### src/rtl/xcvr_pkg.sv
package xcvr_pkg;

    typedef enum logic [1:0] {
        MODE_ISOLATE = 2'd0,
        MODE_A2B     = 2'd1,
        MODE_B2A     = 2'd2,
        MODE_BOTH    = 2'd3
    } xcvr_mode_e;

    function automatic xcvr_mode_e decode_mode(input logic ab_en, input logic ba_en_n);
        xcvr_mode_e m;
        unique case ({ab_en, ba_en_n})
            2'b01:   m = MODE_ISOLATE;
            2'b11:   m = MODE_A2B;
            2'b00:   m = MODE_B2A;
            default: m = MODE_BOTH;
        endcase
        return m;
    endfunction

endpackage

### src/rtl/xcvr_store.sv
module xcvr_store #(
    parameter int WIDTH = 8
) (
    input  logic             clk,
    input  logic             rst_n,
    input  logic             cap,
    input  logic [WIDTH-1:0] din,
    output logic [WIDTH-1:0] q
);

    logic cap_q;
    logic cap_rise;

    assign cap_rise = cap & ~cap_q;

    always_ff @(posedge clk or negedge rst_n) begin
        if (!rst_n) begin
            cap_q <= 1'b0;
            q     <= '0;
        end else begin
            cap_q <= cap;
            if (cap_rise) begin
                q <= din;
            end
        end
    end

    // a first-high strobe loads the bus value present at that edge
    a_r6_capture: assert property (@(posedge clk) disable iff (!rst_n)
        (cap && !cap_q) |=> (q == $past(din)));

    // without a fresh rising strobe the register keeps its value
    a_r6_no_reload: assert property (@(posedge clk) disable iff (!rst_n)
        !(cap && !cap_q) |=> $stable(q));

endmodule

### src/rtl/xcvr_half.sv
module xcvr_half
    import xcvr_pkg::*;
#(
    parameter int HALF_W = 8
) (
    input  logic              clk,
    input  logic              rst_n,
    input  logic              ab_en,
    input  logic              ba_en_n,
    input  logic              ab_cap,
    input  logic              ba_cap,
    input  logic              ab_sel,
    input  logic              ba_sel,
    input  logic [HALF_W-1:0] a_in,
    input  logic [HALF_W-1:0] b_in,
    output logic [HALF_W-1:0] a_out,
    output logic [HALF_W-1:0] b_out,
    output logic [HALF_W-1:0] a_oe,
    output logic [HALF_W-1:0] b_oe
);

    xcvr_mode_e        mode;
    logic              loop_mode;
    logic [HALF_W-1:0] st_ab;
    logic [HALF_W-1:0] st_ba;
    logic [HALF_W-1:0] hold_a;
    logic [HALF_W-1:0] hold_b;
    logic [HALF_W-1:0] b_src;
    logic [HALF_W-1:0] a_src;

    xcvr_store #(.WIDTH(HALF_W)) u_store_ab (
        .clk   (clk),
        .rst_n (rst_n),
        .cap   (ab_cap),
        .din   (a_in),
        .q     (st_ab)
    );

    xcvr_store #(.WIDTH(HALF_W)) u_store_ba (
        .clk   (clk),
        .rst_n (rst_n),
        .cap   (ba_cap),
        .din   (b_in),
        .q     (st_ba)
    );

    // retained copy of each resolved bus, used to break the live-live ring
    always_ff @(posedge clk or negedge rst_n) begin
        if (!rst_n) begin
            hold_a <= '0;
            hold_b <= '0;
        end else begin
            hold_a <= a_in;
            hold_b <= b_in;
        end
    end

    assign mode      = decode_mode(ab_en, ba_en_n);
    assign loop_mode = (mode == MODE_BOTH) && !ab_sel && !ba_sel;

    always_comb begin
        b_src = ab_sel ? st_ab : (loop_mode ? hold_a : a_in);
        a_src = ba_sel ? st_ba : (loop_mode ? hold_b : b_in);
    end

    always_comb begin
        a_out = '0;
        b_out = '0;
        a_oe  = '0;
        b_oe  = '0;
        unique case (mode)
            MODE_ISOLATE: begin
            end
            MODE_A2B: begin
                b_out = b_src;
                b_oe  = '1;
            end
            MODE_B2A: begin
                a_out = a_src;
                a_oe  = '1;
            end
            MODE_BOTH: begin
                b_out = b_src;
                b_oe  = '1;
                a_out = a_src;
                a_oe  = '1;
            end
            default: begin
            end
        endcase
    end

    // B bus is only driven while the A-to-B enable is high
    a_r2_b_drive: assert property (@(posedge clk) disable iff (!rst_n)
        (b_oe != '0) |-> ab_en);

    // A bus is only driven while the B-to-A enable is low
    a_r3_a_drive: assert property (@(posedge clk) disable iff (!rst_n)
        (a_oe != '0) |-> !ba_en_n);

    // isolation leaves both buses undriven
    a_r7_isolate: assert property (@(posedge clk) disable iff (!rst_n)
        (!ab_en && ba_en_n) |-> (a_oe == '0 && b_oe == '0));

    // live single-direction path passes A straight to B
    a_r4_live_b: assert property (@(posedge clk) disable iff (!rst_n)
        (ab_en && ba_en_n && !ab_sel) |-> (b_out == a_in));

    // stored select shows the capture register on the far bus
    a_r5_stored_b: assert property (@(posedge clk) disable iff (!rst_n)
        (ab_en && ab_sel) |-> (b_out == st_ab));

    a_r5_stored_a: assert property (@(posedge clk) disable iff (!rst_n)
        (!ba_en_n && ba_sel) |-> (a_out == st_ba));

    // in the live-live loop each bus repeats the other bus of the prior cycle
    a_r10_loop_b: assert property (@(posedge clk) disable iff (!rst_n)
        (ab_en && !ba_en_n && !ab_sel && !ba_sel) |-> (b_out == hold_a));

endmodule

### src/rtl/xcvr_regbus.sv
module xcvr_regbus #(
    parameter int NUM_HALVES = 2,
    parameter int HALF_W     = 8
) (
    input  logic                         clk,
    input  logic                         rst_n,
    input  logic [NUM_HALVES-1:0]        ab_en,
    input  logic [NUM_HALVES-1:0]        ba_en_n,
    input  logic [NUM_HALVES-1:0]        ab_cap,
    input  logic [NUM_HALVES-1:0]        ba_cap,
    input  logic [NUM_HALVES-1:0]        ab_sel,
    input  logic [NUM_HALVES-1:0]        ba_sel,
    input  logic [NUM_HALVES*HALF_W-1:0] a_in,
    input  logic [NUM_HALVES*HALF_W-1:0] b_in,
    output logic [NUM_HALVES*HALF_W-1:0] a_out,
    output logic [NUM_HALVES*HALF_W-1:0] b_out,
    output logic [NUM_HALVES*HALF_W-1:0] a_oe,
    output logic [NUM_HALVES*HALF_W-1:0] b_oe
);

    localparam int TOTAL_W = NUM_HALVES * HALF_W;

    logic [TOTAL_W-1:0] a_out_w;
    logic [TOTAL_W-1:0] b_out_w;
    logic [TOTAL_W-1:0] a_oe_w;
    logic [TOTAL_W-1:0] b_oe_w;

    // each half is built from its own slice only
    for (genvar h = 0; h < NUM_HALVES; h++) begin : g_half
        xcvr_half #(.HALF_W(HALF_W)) u_half (
            .clk     (clk),
            .rst_n   (rst_n),
            .ab_en   (ab_en[h]),
            .ba_en_n (ba_en_n[h]),
            .ab_cap  (ab_cap[h]),
            .ba_cap  (ba_cap[h]),
            .ab_sel  (ab_sel[h]),
            .ba_sel  (ba_sel[h]),
            .a_in    (a_in[h*HALF_W +: HALF_W]),
            .b_in    (b_in[h*HALF_W +: HALF_W]),
            .a_out   (a_out_w[h*HALF_W +: HALF_W]),
            .b_out   (b_out_w[h*HALF_W +: HALF_W]),
            .a_oe    (a_oe_w[h*HALF_W +: HALF_W]),
            .b_oe    (b_oe_w[h*HALF_W +: HALF_W])
        );
    end

    assign a_out = a_out_w;
    assign b_out = b_out_w;
    assign a_oe  = a_oe_w;
    assign b_oe  = b_oe_w;

endmodule

### config.mk
export PLATFORM = sky130hd
export DESIGN_NAME = xcvr_regbus
export DESIGN_NICKNAME = d
export VERILOG_FILES = /design/src/rtl/xcvr_pkg.sv /design/src/rtl/xcvr_store.sv /design/src/rtl/xcvr_half.sv /design/src/rtl/xcvr_regbus.sv
export SDC_FILE = /design/constraint.sdc
export NUM_CORES = 1
export LEC_CHECK = 0
export ABC_AREA = 1
export BUFFER_PORTS_ARGS = -buffer_cell sky130_fd_sc_hd__buf_2
export CAP_MARGIN = 10
export CORE_ASPECT_RATIO = 0.8
export CORE_MARGIN = 2
export CORE_UTILIZATION = 50
export DETAILED_ROUTE_END_ITERATION = 8
export HOLD_SLACK_MARGIN = 0.05
export PLACE_DENSITY = 0.79
export SYNTH_ARGS = -nofsm -noshare
export SYNTH_HDL_FRONTEND = slang
export SYNTH_SLANG_ARGS = --single-unit
export TNS_END_PERCENT = 30
### constraint.sdc
create_clock -name clk -period 1.4 [get_ports clk]
set_input_delay 0.07 -clock clk [delete_from_list [all_inputs] [get_ports clk]]
set_output_delay 0.07 -clock clk [all_outputs]
set_load 0.01 [all_outputs]
==> flow_summary.yaml <==
outcome:
  run_status: "completed"
sta:
  report.final.hold_viol_count: 0
  fraction_of_the_cycle_the_final_worst_path_needs_pct: 93.90
  fin_worst_hold_slack_ns: 0.2930
  timing.clock.skew_ns: 0.006988
  finalMaxSlewViolations: 0
  worst_slew_pin_slew_ns: 0.4323
  fin_tns_setup_ns: 0
  period_minus_slack_ns: 1.315
  max-slew-margin-rel_pct: 71.15
  maxClockFrequency_mhz: 760.7
  unrepaired_setup_endpoints_after_global_routing: "false"
  setup_viol: 0
hold_path:
  hold_class: "primary input to async pin"
clock_tree:
  clock_tree_from_tritoncts: "done"
  cts.path.max_buffers: 2
  postCtsSetupRepairBufs: 0
  numCtsBuffers: 9
  clkTransAtPathRegs_ns: 0.07
  insertion_delay_ns: 0.35
  clock_tree.root_cell: "sky130_fd_sc_hd__clkbuf_8"
  clock_tree.htree_level_count: 3
  clock_sinks: 68
global_route:
  grt_max_degree: 69
  antenna_found_initial: 0
  grt_pass1_vias: 2549
  grt.overflow.total: 0
  first_pass_grt_wire_length_um: 11560
  total_routing_usage_reported_by_global_routing_pct: 21.45
routing:
  routed_via_density: 4.971
  post-route-drc-count: 0
  drt_first_pass_iters: 4
  postRouteWirelength_um: 7203
  dr.first_iter.drc_count: 87
  avgRoutedWirePerCell_um: 13.12
  via_count: 2729
  detail-route-antenna-nets: 0
cells_and_area:
  num-nets-final: 506
  insertedDiodeCount: 0
  area.growth.synth_to_final_pct: 32.77
  fraction_of_layout_cells_with_a_size_suffix_above_1_pct: 36.99
floorplan:
  die_w_um: 93.54
  row_count: 26
  io_count: 110
  placeableCoreArea_um2: 6311
  initial_standard_cell_utilization_of_the_core_pct: 50.81
  die_height_um: 75.63
  fp.dieArea_um2: 7074
place:
  routability_driven_placement_congestion_ratio: 0.7526
  place.port_buffers: 109
  dp.final_hpwl_um: 4631
yosys:
  synth_seq_cells: 68
  yosysSeqAreaShare_pct: 53.06
  yosysWarningCount: 0
  post_synth_inst_count: 332
  synth_fp_nets: 378
  syn_avg_cell_area_um2: 9.659
  syn_area_um2: 3207
  synth.distinct_cells: 19
power:
  pwr_density_cell_nw_per_um2: 1143
  vdd_ir_drop_max_mv: 0.7349
  leakage_nw: 2.173
critical_path:
  worstSetupStartpointType: "primary input"
  cp.required_ns: 1.33
  ws_path_type: "primary input to output pin"
  max_fanout_on_critical_path: 3
  setup.worst_path.end_class: "output pin"
  arrival_ns: 1.24
job:
  maxCapViolCount: 0
==> cell usage after synthesis <==
| cell type | instances | share of area [%] |
|---|---|---|
| sky130_fd_sc_hd__nor2_4 | 1 | 0.35 |
| sky130_fd_sc_hd__o21ai_0 | 40 | 6.2 |
| sky130_fd_sc_hd__dfrtp_1 | 68 | 53 |
| sky130_fd_sc_hd__mux2_2 | 32 | 11 |
| sky130_fd_sc_hd__nor2_8 | 1 | 0.62 |
| sky130_fd_sc_hd__nor2_1 | 29 | 3.4 |
| sky130_fd_sc_hd__buf_6 | 2 | 0.70 |
| sky130_fd_sc_hd__clkbuf_1 | 2 | 0.23 |
| sky130_fd_sc_hd__nand3_1 | 24 | 3.7 |
| sky130_fd_sc_hd__inv_1 | 26 | 3.0 |
| sky130_fd_sc_hd__inv_2 | 1 | 0.12 |
| sky130_fd_sc_hd__buf_2 | 2 | 0.31 |
| sky130_fd_sc_hd__a21oi_1 | 10 | 1.6 |
| sky130_fd_sc_hd__nand2_1 | 58 | 6.8 |
| sky130_fd_sc_hd__dlygate4sd1_1 | 1 | 0.27 |
| sky130_fd_sc_hd__nand2_4 | 1 | 0.35 |
| sky130_fd_sc_hd__buf_4 | 30 | 7.0 |
| sky130_fd_sc_hd__a21oi_2 | 2 | 0.55 |
| sky130_fd_sc_hd__nor2_2 | 2 | 0.39 |
==> cell families after synthesis <==
kind of cell / share of synthesized area, %
compound gates: 8.350
mux: 11.24
flops: 53.06
simple gates: 15.65
buf+inv: 11.71
==> stage by stage <==
| stage | area [um^2] | instances | worst slack, ns | total power [mW] | utilization [%] |
|---|---|---|---|---|---|
| 2_1_floorplan | 3207 | 332 | 0.3963 | 2.730 | - |
| 3_3_place_gp | 3656 | 496 | 0.1956 | 2.993 | 57.93 |
| 3_5_place_dp | 3656 | 496 | 0.1691 | 3.027 | 57.93 |
| 4_1_cts | 4253 | 549 | 0.08245 | 4.923 | 67.39 |
| 5_1_grt | 4258 | 549 | 0.008626 | 5.133 | 67.47 |
| 6_report | 4258 | 549 | 0.08536 | 4.865 | 67.47 |
==> report_power, final <==
| group | internal (mW) | leakage, nW | total (mW) | switching (mW) |
|---|---|---|---|---|
| registers | 2.15 | 0.795 | 2.23 | 0.0763 |
| logic | 0.407 | 1.27 | 0.843 | 0.436 |
| clock network | 1.06 | 0.110 | 1.79 | 0.737 |
==> critical path, cell delays in order <==
cell                            delay [ns]
sky130_fd_sc_hd__dlygate4sd3_1        0.53
sky130_fd_sc_hd__buf_2                0.13
sky130_fd_sc_hd__o21ai_0              0.08
sky130_fd_sc_hd__o21ai_0              0.25
sky130_fd_sc_hd__buf_2                0.19
==> repair_timing <==
item,in CTS,in global routing
setup endpoints to repair,0,1
hold endpoints to repair,136,0
hold buffers,37,0
resized for setup,0,1
==> path summary, 6_finish.rpt <==
check / startpoint / endpoint / slack, ns / cells after the start
min: rst_n / g_half[0].u_half.hold_a[1]$_DFF_PN0_ / 0.29 / 3
max: a_in[11] / b_out[11] / 0.09 / 5
max in group asynchronous: rst_n / g_half[1].u_half.u_store_ba.q[5]$_DFFE_PN0P_ / 0.82 / 3
min in group clk: ab_cap[1] / g_half[1].u_half.u_store_ab.cap_q$_DFF_PN0_ / 0.38 / 2
max reg2reg: g_half[0].u_half.u_store_ab.cap_q$_DFF_PN0_ / g_half[0].u_half.u_store_ab.q[0]$_DFFE_PN0P_ / 0.24 / 3
min reg2reg: g_half[0].u_half.u_store_ba.q[3]$_DFFE_PN0P_ / g_half[0].u_half.u_store_ba.q[3]$_DFFE_PN0P_ / 0.50 / 1
==> sequential cells by signal, indices dropped and copies added (netlist names) <==
signal,flops
g_half.u_half.hold_a,16
g_half.u_half.u_store_ba.q,16
g_half.u_half.u_store_ab.cap_q,2
g_half.u_half.u_store_ab.q,16
g_half.u_half.hold_b,16
g_half.u_half.u_store_ba.cap_q,2
==> metal layers <==
| metal | vias up | routed length (um) | GRT usage (%) |
|---|---|---|---|
| li1 | 1318 | - | - |
| met3 | 15 | 578 | 7.418 |
| met1 | 1293 | 2951 | 24.35 |
| met2 | 103 | 3585 | 38.85 |
| met5 | - | 0 | 0 |
| met4 | 0 | 87 | 7.085 |
==> cell type report <==
class	count	area, um^2
tap	84	105.1
timing repair buffer	154	988.4
fill	504	2053
clock inverter	5	85.08
inverter	27	101.3
sequential	68	1702
clock buffer	11	141.4
multi-input combinational	200	1135
==> cell usage in the layout, fill, tap and decap left out <==
cell type                       count
sky130_fd_sc_hd__nor2_1            29
sky130_fd_sc_hd__a21oi_1           10
sky130_fd_sc_hd__clkbuf_1           1
sky130_fd_sc_hd__inv_2              1
sky130_fd_sc_hd__buf_2            109
sky130_fd_sc_hd__nor2_8             1
sky130_fd_sc_hd__mux2_2            32
sky130_fd_sc_hd__inv_1             26
sky130_fd_sc_hd__clkbuf_8          10
sky130_fd_sc_hd__bufinv_16          2
sky130_fd_sc_hd__clkinv_4           2
sky130_fd_sc_hd__buf_4              7
sky130_fd_sc_hd__nor2_2             1
sky130_fd_sc_hd__nand2_4            1
sky130_fd_sc_hd__clkinvlp_4         1
sky130_fd_sc_hd__nand2_1           58
sky130_fd_sc_hd__o21ai_0           40
sky130_fd_sc_hd__buf_12             1
sky130_fd_sc_hd__dfrtp_1           68
sky130_fd_sc_hd__nor2_4             2
sky130_fd_sc_hd__dlygate4sd3_1     37
sky130_fd_sc_hd__nand3_1           24
sky130_fd_sc_hd__a21oi_2            2
Power figures use the tool's default switching activity.
